## config.mk

```make
export PLATFORM = sky130hd
export DESIGN_NAME = subneg_core
export DESIGN_NICKNAME = d
export VERILOG_FILES = /design/src/rtl/subneg_pkg.sv /design/src/rtl/subneg_ctrl.sv /design/src/rtl/subneg_alu.sv /design/src/rtl/subneg_pc.sv /design/src/rtl/subneg_core.sv
export SDC_FILE = /design/constraint.sdc
export NUM_CORES = 1
export LEC_CHECK = 0
export BUFFER_PORTS_ARGS = -buffer_cell sky130_fd_sc_hd__buf_2
export CORE_ASPECT_RATIO = 0.6
export CORE_MARGIN = 2
export CORE_UTILIZATION = 37
export CTS_BUF_LIST = sky130_fd_sc_hd__clkbuf_8 sky130_fd_sc_hd__clkbuf_16
export DETAILED_ROUTE_END_ITERATION = 10
export MAX_ROUTING_LAYER = met4
export PLACE_DENSITY = 0.69
export SLEW_MARGIN = 20
export SYNTH_ARGS = -nofsm -noshare
export SYNTH_HDL_FRONTEND = slang
export SYNTH_SLANG_ARGS = --single-unit
```

## constraint.sdc

```tcl
create_clock -name clk_i -period 1.45 [get_ports clk_i]
set_clock_uncertainty 0.05 [all_clocks]
set_input_delay 0 -clock clk_i [delete_from_list [all_inputs] [get_ports clk_i]]
set_output_delay 0 -clock clk_i [all_outputs]
set_load 0.01 [all_outputs]
```

## src/rtl/subneg_pkg.sv

```systemverilog
package subneg_pkg;
  typedef enum logic [2:0] {
    ST_IF = 3'd0,
    ST_RA = 3'd1,
    ST_RB = 3'd2,
    ST_EX = 3'd3,
    ST_WB = 3'd4
  } phase_e;
endpackage

```

## src/rtl/subneg_ctrl.sv

```systemverilog
module subneg_ctrl
  import subneg_pkg::*;
(
  input  logic   clk_i,
  input  logic   rst_ni,
  output phase_e state_o
);
  phase_e state_q, state_d;

  always_comb begin
    unique case (state_q)
      ST_IF:   state_d = ST_RA;
      ST_RA:   state_d = ST_RB;
      ST_RB:   state_d = ST_EX;
      ST_EX:   state_d = ST_WB;
      default: state_d = ST_IF;
    endcase
  end

  always_ff @(posedge clk_i or negedge rst_ni) begin
    if (!rst_ni) state_q <= ST_IF;
    else         state_q <= state_d;
  end

  assign state_o = state_q;

  assert_ex_then_wb_R2: assert property (@(posedge clk_i) disable iff (!rst_ni)
    state_q == ST_EX |=> state_q == ST_WB);
  assert_wb_then_if_R2: assert property (@(posedge clk_i) disable iff (!rst_ni)
    state_q == ST_WB |=> state_q == ST_IF);
endmodule

```

## src/rtl/subneg_alu.sv

```systemverilog
module subneg_alu #(
  parameter int DATA_W = 4
) (
  input  logic              clk_i,
  input  logic              rst_ni,
  input  logic              ld_a_i,
  input  logic              ld_d_i,
  input  logic [DATA_W-1:0] rdata_i,
  output logic [DATA_W-1:0] diff_o,
  output logic              neg_o
);
  logic [DATA_W-1:0] opa_q, diff_q;

  always_ff @(posedge clk_i or negedge rst_ni) begin
    if (!rst_ni) begin
      opa_q  <= '0;
      diff_q <= '0;
    end else begin
      if (ld_a_i) opa_q  <= rdata_i;
      if (ld_d_i) diff_q <= rdata_i - opa_q;
    end
  end

  assign diff_o = diff_q;
  assign neg_o  = diff_q[DATA_W-1];

  assert_diff_hold_R4: assert property (@(posedge clk_i) disable iff (!rst_ni)
    !ld_d_i |=> $stable(diff_q));
endmodule

```

## src/rtl/subneg_pc.sv

```systemverilog
module subneg_pc #(
  parameter int IADDR_W = 5
) (
  input  logic               clk_i,
  input  logic               rst_ni,
  input  logic               upd_i,
  input  logic [IADDR_W-2:0] part_i,
  input  logic               neg_i,
  output logic [IADDR_W-1:0] pc_o
);
  logic [IADDR_W-1:0] pc_q;

  always_ff @(posedge clk_i or negedge rst_ni) begin
    if (!rst_ni)    pc_q <= '0;
    else if (upd_i) pc_q <= {part_i, neg_i};
  end

  assign pc_o = pc_q;

  assert_pc_hold_R6: assert property (@(posedge clk_i) disable iff (!rst_ni)
    !upd_i |=> $stable(pc_q));
endmodule

```

## src/rtl/subneg_core.sv

```systemverilog
module subneg_core
  import subneg_pkg::*;
#(
  parameter int DATA_W  = 4,
  parameter int DADDR_W = 4,
  parameter int IADDR_W = 5,
  localparam int PART_W = IADDR_W - 1,
  localparam int IW     = 2 * DADDR_W + PART_W
) (
  input  logic               clk_i,
  input  logic               rst_ni,
  output logic               imem_rd_o,
  output logic [IADDR_W-1:0] imem_addr_o,
  input  logic [IW-1:0]      imem_rdata_i,
  output logic               dmem_rd_o,
  output logic               dmem_wr_o,
  output logic [DADDR_W-1:0] dmem_addr_o,
  output logic [DATA_W-1:0]  dmem_wdata_o,
  input  logic [DATA_W-1:0]  dmem_rdata_i,
  output logic [IADDR_W-1:0] dbg_pc_o,
  output logic               dbg_wb_o
);
  phase_e             state;
  logic [DADDR_W-1:0] a_live, b_q;
  logic [PART_W-1:0]  part_q;
  logic [DATA_W-1:0]  diff;
  logic               neg;
  logic [IADDR_W-1:0] pc;

  subneg_ctrl u_ctrl (.clk_i(clk_i), .rst_ni(rst_ni), .state_o(state));

  assign a_live = imem_rdata_i[IW-1 -: DADDR_W];

  always_ff @(posedge clk_i or negedge rst_ni) begin
    if (!rst_ni) begin
      b_q    <= '0;
      part_q <= '0;
    end else if (state == ST_RA) begin
      b_q    <= imem_rdata_i[IW-DADDR_W-1 -: DADDR_W];
      part_q <= imem_rdata_i[PART_W-1:0];
    end
  end

  subneg_alu #(.DATA_W(DATA_W)) u_alu (
    .clk_i(clk_i), .rst_ni(rst_ni),
    .ld_a_i(state == ST_RB), .ld_d_i(state == ST_EX),
    .rdata_i(dmem_rdata_i), .diff_o(diff), .neg_o(neg)
  );

  subneg_pc #(.IADDR_W(IADDR_W)) u_pc (
    .clk_i(clk_i), .rst_ni(rst_ni),
    .upd_i(state == ST_WB), .part_i(part_q), .neg_i(neg), .pc_o(pc)
  );

  assign imem_rd_o    = (state == ST_IF);
  assign imem_addr_o  = pc;
  assign dmem_rd_o    = (state == ST_RA) || (state == ST_RB);
  assign dmem_wr_o    = (state == ST_WB);
  assign dmem_addr_o  = (state == ST_RA) ? a_live : b_q;
  assign dmem_wdata_o = diff;
  assign dbg_pc_o     = pc;
  assign dbg_wb_o     = (state == ST_WB);

  assert_one_access_R3: assert property (@(posedge clk_i) disable iff (!rst_ni)
    !(dmem_rd_o && dmem_wr_o));
  assert_wr_to_b_R4: assert property (@(posedge clk_i) disable iff (!rst_ni)
    dmem_wr_o |-> dmem_addr_o == $past(dmem_addr_o, 2));
  assert_sign_lsb_R5: assert property (@(posedge clk_i) disable iff (!rst_ni)
    dbg_wb_o |=> dbg_pc_o[0] == $past(dmem_wdata_o[DATA_W-1]));
  assert_single_fetch_R2: assert property (@(posedge clk_i) disable iff (!rst_ni)
    imem_rd_o |=> !imem_rd_o);
  assert_wb_pulse_R8: assert property (@(posedge clk_i) disable iff (!rst_ni)
    dbg_wb_o |=> !dbg_wb_o);
endmodule

```

# Word level (Yosys, flattened, before mapping)
# Cells that the tools add are included.
[totals]
ff_bits = 24
out_inout_bits = 22
inputBits = 18
[op_classes]
muxes = 2
n_eq_ne = 4
n_reduce_logical = 2
n_addsub = 1
[op_table]
columns = ["operator", "n"]
rows = [
  ["$pmux W3 S4", 1],
  ["$eq A3 B2 Y1 const B", 2],
  ["$mux W4", 1],
  ["$sub A4 B4 Y4", 1],
  ["$eq A3 B1 Y1 const B", 1],
  ["$eq A3 B3 Y1 const B", 1],
  ["$logic_not A3 Y1", 1],
  ["$logic_or A1 B1 Y1", 1],
]

# Logic depth before layout (Yosys ltp)
# Gate-level depths: netlist of the first run.
[logic_depth]
depth_word = 2
mapped_depth = 6

# Modules after synthesis
# Synthesis of the first run repeated with hierarchy kept, for this count alone.
[hier_totals]
cells_unflattened = 88
area_unflattened_um2 = 1143.6
[modules_own_cells]
columns = ["mod", "seq_area_each_um2", "n_inst", "area_each_um2", "cells_each"]
rows = [
  ["subneg_core", 200.2, 1, 452.9, 34],
  ["subneg_alu", 200.2, 1, 410.4, 36],
  ["subneg_pc", 125.1, 1, 181.4, 10],
  ["subneg_ctrl", 75.1, 1, 98.8, 8],
]

# Least setup slack after synthesis of the first run
# OpenSTA, ideal clock, no wires.
[synth_timing]
kind = "register to register"
startpoint = "reg u_ctrl.state_q[1] (netlist: u_ctrl.state_o[1])"
endpoint = "reg u_pc.pc_q[0] (netlist: u_pc.pc_o[0])"
path_buffers = 1
stages_incl_launch_ff = 4
synth_period_minus_slack_ns = 1.406
arrival_time_ns = 1.231
setup_ns = 0.125
path_slack_ns = 0.044
path_cell_list = "dfrtp_1 buf_2 nor3b_4 mux2_2"
[synth_via]
elab_chain_cells = 1
[synth_rtl]
columns = ["element", "line", "rtl"]
rows = [
  ["start: declaration", "subneg_ctrl.sv:8", "phase_e state_q, state_d;"],
  ["start signal: assignment", "subneg_ctrl.sv:22", "else state_q <= state_d;"],
  ["$eq A3 B3 Y1", "--", ""],
  ["net dbg_wb_o", "subneg_core.sv:21", "output logic dbg_wb_o"],
  ["end signal: assignment", "subneg_pc.sv:15", "else if (upd_i) pc_q <= {part_i, neg_i};"],
  ["end: declaration", "subneg_pc.sv:11", "logic [IADDR_W-1:0] pc_q;"],
]
# The timed path passes the listed nets, and every way through them passes these cells.
# A chain may end at the register's enable or synchronous reset.

# Worst setup path in the final report of the first run
[layout_timing]
startpoint = "reg u_ctrl.state_q[1] (netlist: u_ctrl.state_o[1])"
endpoint = "out dmem_addr_o[3]"
[layout_via]
elab_chain_cells = 2
[layout_rtl]
columns = ["element", "line", "rtl"]
rows = [
  ["$eq A3 B1 Y1", "subneg_core.sv:59", "assign dmem_addr_o = (state == ST_RA) ? a_live : b_q;"],
  ["$mux W4", "subneg_core.sv:59", ""],
  ["end: declaration", "subneg_core.sv:17", "output logic [DADDR_W-1:0] dmem_addr_o,"],
]
# Every way passes these cells.

==> results.md, run 1 <==
* Status: finished, violations left
* Failing checks: negative setup slack
* CTS tree: done
* Maximum Capacitance Violations at 0
* NumNets Final at 171
* Met2 Usage GRT at 25.0%
* Slew Limit Fails at 0
* Most frequent cells in the layout: buf_2, dfrtp_1, mux2_2, dlygate4sd3_1, buf_4
* Yosys reg bits at 24
* Initial DRC Count at 29
* # fillers at 256
* Setup crit end: dmem_addr_o[3]
* Hold_ws at 0.0942 ns
* Max Freq at 636 MHz
* CP startpoint kind: flop
* Post-Syn Area per Cell at 13.0 µm²
* DP Cell Count at 160
* CP Launch Point: u_ctrl.state_o[1]$_DFF_PN0_
* Crit Reg-Reg Startpoint: u_ctrl.state_o[1]$_DFF_PN0_
* GR Util met3 at 5.15%
* GRT Max-Usage Layer: met2
* CTS sink count at 24
* Htree depth at 1
* Core occupancy in the finished layout at 57.5%
* Share of cells above drive strength 1 at 56.5%
* First-pass GRT wire length at 4020 µm
* Least-Margin Pin Slew at 0.529 ns
* Logic pwr share at 16.7%
* Leakage Power at 0.819 nW
* Register area at 604 µm²
* Row cnt at 15
* Mapped Nets at 110
* Most common cell after layout, fill and taps aside: buf_2
* Latest clock arrival within the worst-skew pair at 0.26 ns
* Synth Cell Area at 1150 µm²
* Core ar. at 2910 µm²
* I/O Buffers at 39
* Critical path data arrival time at 1.52 ns
* CTS max path bufs at 2
* # setup viols final at 8
* Final min period at 1.57 ns
* Setup Crit Path Kind: flop to primary output
* Starting Density at 39.4%
* Number of global-route vias before repair at 808
* Worst R2R Path Depth at 5
* Largest net degree at the start of global routing at 25
* Terminus of the critical flop-to-flop path: b_q[3]$_DFFE_PN0P_
* HP Class: input port to flop
* Pwr Density at 806 nW/µm²
* Clk root buf: clkbuf_8
* Internal power at 1.03 mW
* Area delta synth->final at 46.1%
* Synth top area cells: dfrtp_1, mux2_2, buf_4, ha_1, nor3b_4
* Seq pwr share at 54.7%
* Vias at 807
* Routed Antenna Nets at 0
* Final period utilization at 108%
* Avg WL per Cell at 13.4 µm
* Horizontal die dimension at 75.9 µm
* Total gr overflow at 0
* DRC viols at 0
* Switching power at 324 µW
* Vias/cell at 4.27
* Max IR drop VDD at 0.000556 V
* Io pins at 40
* Min setup slack post-route at -0.122 ns
* Critical Path End Type: primary output
* Detailed Routing Iterations Pass 1 at 4
* Total track usage at 16.1%
* Met1 Use GR at 21.0%
* Placer Congestion at 0.715
* # diodes at 0
* Switch share at 24.0%
* Clock buffer count from CTS at 3
* Final TNS setup at -0.627 ns
* Die area at 3570 µm²
* Hold Fails Final Rpt at 0
* Post-DP HPWL at 1690 µm
* Total wire length at 2540 µm
* Mapped Cells at 88
* Initial antenna violation count at 0
* Die Y at 47.1 µm
* Clk pwr share at 28.6%
* Post-synthesis cell type count at 20
* Tot Pwr at 1.35 mW
* Slew HR at 64.7%
* Max FO, Critical Path at 8
* Worst Path Required at 1.40 ns
* RSZ-0062 raised after global routing: true
* Syn. warnings at 0
* Multi-input gate area at 485 µm²
* Fin cells at 189
* Yosys top cell by area: dfrtp_1
* Seq/Total Area, Yosys at 52.4%
* FF-to-FF setup slack at -0.05 ns
* Clock-pin slew on the worst setup and hold paths at 0.08 ns
* Area fraction of the dominant cell type after synthesis at 52.4%
[power by group through the flow]
| stage | logic, mW | registers [mW] | clock network [mW] |
|---|---|---|---|
| detailed placement | 0.183 | 0.751 | 0 |
| global placement | 0.174 | 0.750 | 0 |
| global route | 0.252 | 0.745 | 0.431 |
| floorplan | 0.0984 | 0.759 | 0 |
| CTS | 0.222 | 0.738 | 0.405 |
| finish | 0.226 | 0.739 | 0.385 |
[per-stage QoR]
step / setup slack (ns) / instance area, µm²
finish: -0.122 / 1670
global placement: 0.0110 / 1340
global route: -0.196 / 1670
detailed placement: -0.0595 / 1340
CTS: -0.114 / 1620
floorplan: 0.0442 / 1150
[worst min path at each step]
stage / from / depth (start not counted) / endpoint
detailed placement: rst_ni / 1 / part_q[0]$_DFFE_PN0P_
global placement: rst_ni / 1 / part_q[3]$_DFFE_PN0P_
floorplan: rst_ni / 0 / b_q[0]$_DFFE_PN0P_
finish: dmem_rdata_i[0] / 4 / u_alu.diff_o[0]$_DFFE_PN0N_
CTS: dmem_rdata_i[0] / 4 / u_alu.diff_o[0]$_DFFE_PN0N_
global route: dmem_rdata_i[0] / 4 / u_alu.diff_o[0]$_DFFE_PN0N_
[worst max-delay path, stage by stage (launching register included)]
cell and delay, ns:
dfrtp_2 0.43, nor3b_4 0.23, buf_12 0.15, mux2_4 0.31, buf_6 0.13
[synth_stat cells]
| cell | instances |
|---|---|
| a211o_1 | 1 |
| a21oi_1 | 1 |
| and2_0 | 1 |
| buf_2 | 2 |
| buf_4 | 7 |
| buf_6 | 1 |
| dfrtp_1 | 24 |
| fa_1 | 1 |
| ha_1 | 3 |
| inv_1 | 5 |
| mux2_2 | 21 |
| nand2_1 | 6 |
| nand3_1 | 1 |
| nand3b_1 | 2 |
| nand4_1 | 1 |
| nor2_1 | 3 |
| nor3_1 | 1 |
| nor3b_4 | 2 |
| o21ai_0 | 2 |
| xnor2_1 | 3 |
[cell families (layout without fill, tap and decap cells)]
kind of cell / count (synthesis) / count (layout) / synth area share (%)
AO/OA/AOI/OAI: 4 / 4 / 2.07
XOR/XNOR: 3 / 3 / 2.29
multiplexers: 21 / 21 / 20.6
AND/OR/NAND/NOR: 17 / 17 / 9.50
adder cells (fa/ha/maj): 4 / 4 / 5.02
buffers and inverters: 15 / 74 / 8.08
flip-flops: 24 / 24 / 52.4
[repair_timing]
item / CTS / global route
endpoints found under the hold margin: 36 / 0
buffers inserted: 9 / 4
endpoints found under the setup margin: 8 / 26
hold buffers: 13 / 0
pin swaps: 3 / 1
resized for setup: 13 / 6
[state kept, by name, indices dropped and copies added, names as in the netlist]
| signal | flops |
|---|---|
| part_q | 4 |
| u_ctrl.state_o | 3 |
| u_alu.diff_o | 4 |
| u_pc.pc_o | 5 |
| b_q | 4 |
| u_alu.opa_q | 4 |
[metal layers]
layer	wire length, µm	vias up
met3	103	2
met4	10	0
met1	1230	378
li1	-	408
met2	1190	19
met5	0	-
[layout make-up]
cell class / instances / area share [%]
Inverter: 5 / 1.12
Clock buffer: 3 / 2.47
Multi-Input combinational cell: 49 / 29.0
Tap cell: 42 / 3.14
Timing Repair Buffer: 66 / 28.2
Sequential cell: 24 / 36.1
No activity file was read; power rests on OpenSTA's default activity.
==> run 2, diff against run 1 <==
==> constraint.sdc (replaced) <==
create_clock -name clk_i -period 1.3 [get_ports clk_i]
set_clock_uncertainty 0.05 [all_clocks]
set_input_delay 0 -clock clk_i [delete_from_list [all_inputs] [get_ports clk_i]]
set_output_delay 0 -clock clk_i [all_outputs]
set_load 0.01 [all_outputs]
==> results.md, run 2 (same netlist as run 1, synthesis figures left out) <==
* Status: finished, violations left
* Failing checks: negative setup slack
* Initial antenna violation count at 0 (unchanged)
* DP Worst Slack at -0.0919 ns (-0.0324 ns)
* Total track usage at 17.1% (+0.93 points)
* Row cnt at 15 (unchanged)
* Pwr Density at 878 nW/µm² (+9.0%)
* Setup Crit Path Kind: flop to primary output
* CP startpoint kind: flop
* Worst Path Required at 1.25 ns (-0.15 ns)
* Max FO, Critical Path at 7 (-1)
* Critical Path End Type: primary output
* Maximum Capacitance Violations at 0 (unchanged)
* HP Class: input port to flop
* CTS tree: done
* DRC viols at 0 (unchanged)
* Most common cell after layout, fill and taps aside: buf_2
* CTS sink count at 24 (unchanged)
* Tot Pwr at 1.60 mW (+19%)
* Routed Antenna Nets at 0 (unchanged)
* Logic pwr share at 16.7% (about the same)
* Critical path data arrival time at 1.52 ns (about the same)
* Avg WL per Cell at 14.2 µm (+6.1%)
* First-pass GRT wire length at 4160 µm (+3.6%)
* I/O Buffers at 39 (unchanged)
* Dpl cell area at 1400 µm² (+4.7%)
* Clock buffer count from CTS at 3 (unchanged)
* FF-to-FF setup slack at -0.23 ns (-0.18 ns)
* NumNets Final at 175 (+2.3%)
* Share of cells above drive strength 1 at 61.8% (+5.4 points)
* Leakage Power at 0.892 nW (+8.9%)
* Flip-flop count of the largest register after layout at 5 (unchanged)
* Core ar. at 2910 µm² (unchanged)
* Least-Margin Pin Slew at 0.526 ns (-0.00298 ns)
* Final period utilization at 121%
* Switch share at 24.0% (-0.045 points)
* Multi-input gate area at 551 µm² (+13%)
* Internal power at 1.22 mW (+19%)
* Area delta synth->final at 59.2%
* # setup viols final at 30 (+22)
* Die area at 3570 µm² (unchanged)
* Latest clock arrival within the worst-skew pair at 0.27 ns (about the same)
* Finished Cell Area at 1820 µm² (+9.0%)
* Switching power at 384 µW (+19%)
* Core occupancy in the finished layout at 62.7% (+5.2 points)
* Largest net degree at the start of global routing at 25 (unchanged)
* Total wire length at 2760 µm (+8.9%)
* Seq pwr share at 51.4% (-3.3 points)
* DP Cell Count at 165 (+3.1%)
* Final min period at 1.57 ns
* CTS max path bufs at 2 (unchanged)
* Worst R2R Path Depth at 5 (unchanged)
* Max IR drop VDD at 0.000579 V (+4.1%)
* # fillers at 233 (-9.0%)
* Vias at 872 (+8.1%)
* Min setup slack post-route at -0.267 ns (-0.145 ns)
* Horizontal die dimension at 75.9 µm (unchanged)
* Starting Density at 39.4% (unchanged)
* Placer Congestion at 0.735 (+2.9%)
* Fin cells at 194 (+2.6%)
* Register area at 603 µm² (-0.21%)
* CP Launch Point: u_ctrl.state_o[1]$_DFF_PN0_
* Crit Reg-Reg Startpoint: u_ctrl.state_o[1]$_DFF_PN0_
* Terminus of the critical flop-to-flop path: u_pc.pc_o[0]$_DFFE_PN0P_
* Io pins at 40 (unchanged)
* Post-DP HPWL at 1720 µm (+1.3%)
* Max Freq at 638 MHz
* Total gr overflow at 0 (unchanged)
* RSZ-0062 raised after global routing: true
* Number of global-route vias before repair at 876 (+8.4%)
* Detailed Routing Iterations Pass 1 at 3 (-1)
* Initial DRC Count at 18 (-38%)
* Most frequent cells in the layout: buf_2, dfrtp_1, mux2_4
* Htree depth at 1 (unchanged)
* Slew HR at 64.9% (+0.20 points)
* Setup crit end: dmem_addr_o[1]
* Hold Fails Final Rpt at 0 (unchanged)
* Clk pwr share at 31.9% (+3.3 points)
* # diodes at 0 (unchanged)
* Die Y at 47.1 µm (unchanged)
* Vias/cell at 4.49 (+5.3%)
* Slew Limit Fails at 0 (unchanged)
* Clk root buf: clkbuf_8
* Clock-pin slew on the worst setup and hold paths at 0.09 ns (about the same)
==> run 2: changes by cell type in the layout (fill, tap and decap cells not counted), sizes merged <==
| cell | previous run | this run |
|---|---|---|
| buf | 53 | 57 |
| clkbuf | 3 | 4 |
==> run 2: worst min path at each step <==
stage | startpoint | endpoint | slack [ns] | depth (start not counted)
2_1_floorplan | rst_ni | b_q[0]$_DFFE_PN0P_ | -0.35 | 0
3_3_place_gp | rst_ni | u_pc.pc_o[3]$_DFFE_PN0P_ | -0.05 | 1
3_5_place_dp | rst_ni | u_pc.pc_o[3]$_DFFE_PN0P_ | -0.05 | 1
4_1_cts | dmem_rdata_i[0] | u_alu.diff_o[0]$_DFFE_PN0N_ | 0.12 | 4
5_1_grt | dmem_rdata_i[0] | u_alu.diff_o[0]$_DFFE_PN0N_ | 0.12 | 4
6_report | dmem_rdata_i[0] | u_alu.diff_o[0]$_DFFE_PN0N_ | 0.11 | 4
==> run 2: worst max-delay path, stage by stage, from the launching register on <==
cell and delay, ns:
dfrtp_2 0.44, nor3b_4 0.23, buf_12 0.15, mux2_4 0.30
buf_6 0.12
==> run 2: power by group through the flow <==
stage / Combinational [mW] / Sequential, mW / Clock (mW)
floorplan: 0.115 / 0.847 / 0
global placement: 0.203 / 0.837 / 0
detailed placement: 0.208 / 0.839 / 0
CTS: 0.259 / 0.824 / 0.517
global route: 0.299 / 0.831 / 0.560
finish: 0.267 / 0.824 / 0.511
==> run 2: layout make-up <==
cell class	instances	share of cell area (%)
Sequential cell	24	33.1
Timing Repair Buffer	70	29.8
Clock buffer	4	3.02
Multi-Input combinational cell	49	30.2
Inverter	5	1.03
Tap cell	42	2.88
==> run 2: layer usage <==
| layer | global-route usage, % | up-vias | wire (µm) |
|---|---|---|---|
| met4 | 3.16 | 0 | 8 |
| met3 | 5.36 | 2 | 112 |
| met1 | 20.0 | 433 | 1140 |
| met5 | - | - | 0 |
| met2 | 29.5 | 19 | 1500 |
| li1 | - | 418 | - |
==> run 2: timing repair <==
action,in CTS,in global routing
resized for setup,29,10
endpoints found under the hold margin,36,0
pin swaps,5,3
hold buffers,13,0
buffers inserted,8,5
setup endpoints to repair,28,30
==> run 2: metrics by stage <==
stage          hold slack [ns]  TNS [ns]
2_1_floorplan           -0.346    -0.736
3_3_place_gp           -0.0498    -0.689
3_5_place_dp           -0.0455     -1.26
4_1_cts                  0.119     -3.56
5_1_grt                  0.119     -6.79
6_report                 0.107     -5.11
==> run 3, diff against run 2 <==
--- a/config.mk
+++ b/config.mk
@@ -12,7 +12,7 @@
 export CTS_BUF_LIST = sky130_fd_sc_hd__clkbuf_8 sky130_fd_sc_hd__clkbuf_16
 export DETAILED_ROUTE_END_ITERATION = 10
 export MAX_ROUTING_LAYER = met4
-export PLACE_DENSITY = 0.69
+export PLACE_DENSITY = 0.75
 export SLEW_MARGIN = 20
 export SYNTH_ARGS = -nofsm -noshare
 export SYNTH_HDL_FRONTEND = slang
==> results.md, run 3 (same netlist as run 1, synthesis figures left out) <==
* Post-DP HPWL at 1750 µm (+1.9%)
* CTS tree: done
* Detailed Routing Iterations Pass 1 at 4 (+1)
* CTS max path bufs at 2 (unchanged)
* Critical path data arrival time at 1.56 ns (+0.04 ns)
* Maximum Capacitance Violations at 0 (unchanged)
* Most frequent cells in the layout: buf_2, dfrtp_1, dlygate4sd3_1, buf_4, buf_6
* Starting Density at 39.4% (unchanged)
* Hold_ws at 0.117 ns (+0.00968 ns)
* Dpl cell area at 1430 µm² (+2.1%)
* Worst Path Required at 1.25 ns (about the same)
* Max IR drop VDD at 0.000496 V (-14%)
* Failing checks: negative setup slack
* Io pins at 40 (unchanged)
* Crit Reg-Reg Startpoint: u_ctrl.state_o[2]$_DFF_PN0_
* Core ar. at 2910 µm² (unchanged)
* Leakage Power at 0.867 nW (-2.8%)
* Max FO, Critical Path at 7 (unchanged)
* Clk root buf: clkbuf_8
* Min setup slack post-route at -0.310 ns (-0.0430 ns)
* Hold depth at 4 (unchanged)
* Placer Congestion at 0.700 (-4.7%)
* FF-to-FF setup slack at -0.28 ns (-0.05 ns)
* Row cnt at 15 (unchanged)
* Avg WL per Cell at 14.4 µm (+1.4%)
* Share of cells above drive strength 1 at 62.3% (+0.50 points)
* I/O Buffers at 39 (unchanged)
* Setup Crit Path Kind: flop to primary output
* Initial DRC Count at 26 (+8)
* Vias at 866 (-0.69%)
* Area delta synth->final at 57.0%
* Slew HR at 64.2% (-0.71 points)
* Latest clock arrival within the worst-skew pair at 0.27 ns (about the same)
* Htree depth at 1 (unchanged)
* RSZ-0062 raised after global routing: true
* CP startpoint kind: flop
* Largest net degree at the start of global routing at 25 (unchanged)
* WHS Endpoint: u_alu.diff_o[0]$_DFFE_PN0N_
* Final min period at 1.61 ns (+0.0430 ns)
* # diodes at 0 (unchanged)
* Horizontal die dimension at 75.9 µm (unchanged)
* Worst R2R Path Depth at 6 (+1)
* Final period utilization at 124% (+3.3 points)
* CTS sink count at 24 (unchanged)
* First-pass GRT wire length at 4230 µm (+1.7%)
* Die area at 3570 µm² (unchanged)
* Critical Path End Type: primary output
* Initial antenna violation count at 0 (unchanged)
* Slew Limit Fails at 0 (unchanged)
* Pwr Density at 882 nW/µm² (+0.47%)
* Status: finished, violations left
* Routed Antenna Nets at 0 (unchanged)
* Die Y at 47.1 µm (unchanged)
* Total gr overflow at 0 (unchanged)
* Clock-pin slew on the worst setup and hold paths at 0.08 ns (about the same)
* Tot Pwr at 1.59 mW (-0.91%)
* NumNets Final at 177 (+1.1%)
* Max Freq at 621 MHz (-2.7%)
* Vias/cell at 4.42 (-1.7%)
* Least-Margin Pin Slew at 0.537 ns (+0.0106 ns)
* Flip-flop count of the largest register after layout at 5 (unchanged)
* HP Class: input port to flop
* Clock buffer count from CTS at 3 (unchanged)
* # setup viols final at 29 (-3.3%)
* Total track usage at 17.6% (+0.51 points)
* Total wire length at 2830 µm (+2.5%)
* Finished Cell Area at 1800 µm² (-1.4%)
* Hold Fails Final Rpt at 0 (unchanged)
* DRC viols at 0 (unchanged)
* Number of global-route vias before repair at 887 (+1.3%)
* Most common cell after layout, fill and taps aside: buf_2
* Min-delay src: dmem_rdata_i[0]
* Terminus of the critical flop-to-flop path: b_q[3]$_DFFE_PN0P_
run 3: cell types whose count changed in the layout (fill, tap and decap cells not counted):
cell and change:
mux2_2 +6, mux2_4 -6, buf_4 +5, buf_6 -3, nor3_2 +1, nor3_4 -1
o21ai_0 -1, o21ai_1 +1
run 3: stage by stage:
stage                     utilization (%)  cells  setup TNS [ns]  setup slack (ns)
final                                61.8    196           -4.80            -0.310
after global routing                 61.8    196           -6.09            -0.337
after CTS                            61.2    195           -3.84            -0.274
after detailed placement             49.2    169           -1.09           -0.0885
after global placement               49.2    169          -0.430           -0.0478
after floorplan                         -     88          -0.736           -0.0899
run 3: power breakdown:
| group | internal [mW] | switching (mW) | total, mW |
|---|---|---|---|
| Clock | 0.270 | 0.232 | 0.502 |
| Combinational | 0.145 | 0.115 | 0.261 |
| Sequential | 0.795 | 0.0297 | 0.825 |
run 3: worst max-delay path, stage by stage, from the launching register on:
cell and delay [ns]:
dfrtp_2 0.44, nor3b_4 0.26, buf_12 0.16, mux2_4 0.31
buf_6 0.13
run 3: repair_timing:
item	in CTS	in global routing
pin swaps	4	2
cloned	0	0
hold buffers	13	0
endpoints found under the setup margin	28	30
hold endpoints to repair	36	0
setup buffers	9	2
gates resized for setup	25	4
run 3: layout make-up:
type / count / area, µm²
Clock buffer: 4 / 55.1
Fill cell: 209 / 1110
Inverter: 5 / 18.8
Multi-Input combinational cell: 49 / 522
Sequential cell: 24 / 603
Tap cell: 42 / 52.6
Timing Repair Buffer: 72 / 548
run 3: how the worst max path moves through the flow:
| stage | depth (start not counted) | slack [ns] | from | endpoint |
|---|---|---|---|---|
| floorplan | 3 | -0.09 | u_ctrl.state_o[0]$_DFF_PN0_ | u_pc.pc_o[0]$_DFFE_PN0P_ |
| global placement | 4 | -0.05 | u_ctrl.state_o[2]$_DFF_PN0_ | dmem_addr_o[2] |
| detailed placement | 4 | -0.09 | u_ctrl.state_o[2]$_DFF_PN0_ | dmem_addr_o[2] |
| CTS | 4 | -0.27 | u_ctrl.state_o[1]$_DFF_PN0_ | dmem_addr_o[2] |
| global route | 4 | -0.34 | u_ctrl.state_o[2]$_DFF_PN0_ | dmem_addr_o[3] |
| finish | 4 | -0.31 | u_ctrl.state_o[2]$_DFF_PN0_ | dmem_addr_o[3] |
run 3: routing by layer:
| layer | part of all wire (%) | vias up | track usage (%) | wire [µm] |
|---|---|---|---|---|
| met5 | 0 | - | - | 0 |
| met4 | 1.1 | 0 | 5.61 | 31 |
| met3 | 4.3 | 5 | 5.15 | 122 |
| met2 | 51 | 23 | 28.8 | 1450 |
| met1 | 43 | 415 | 21.2 | 1230 |
| li1 | - | 423 | - | - |
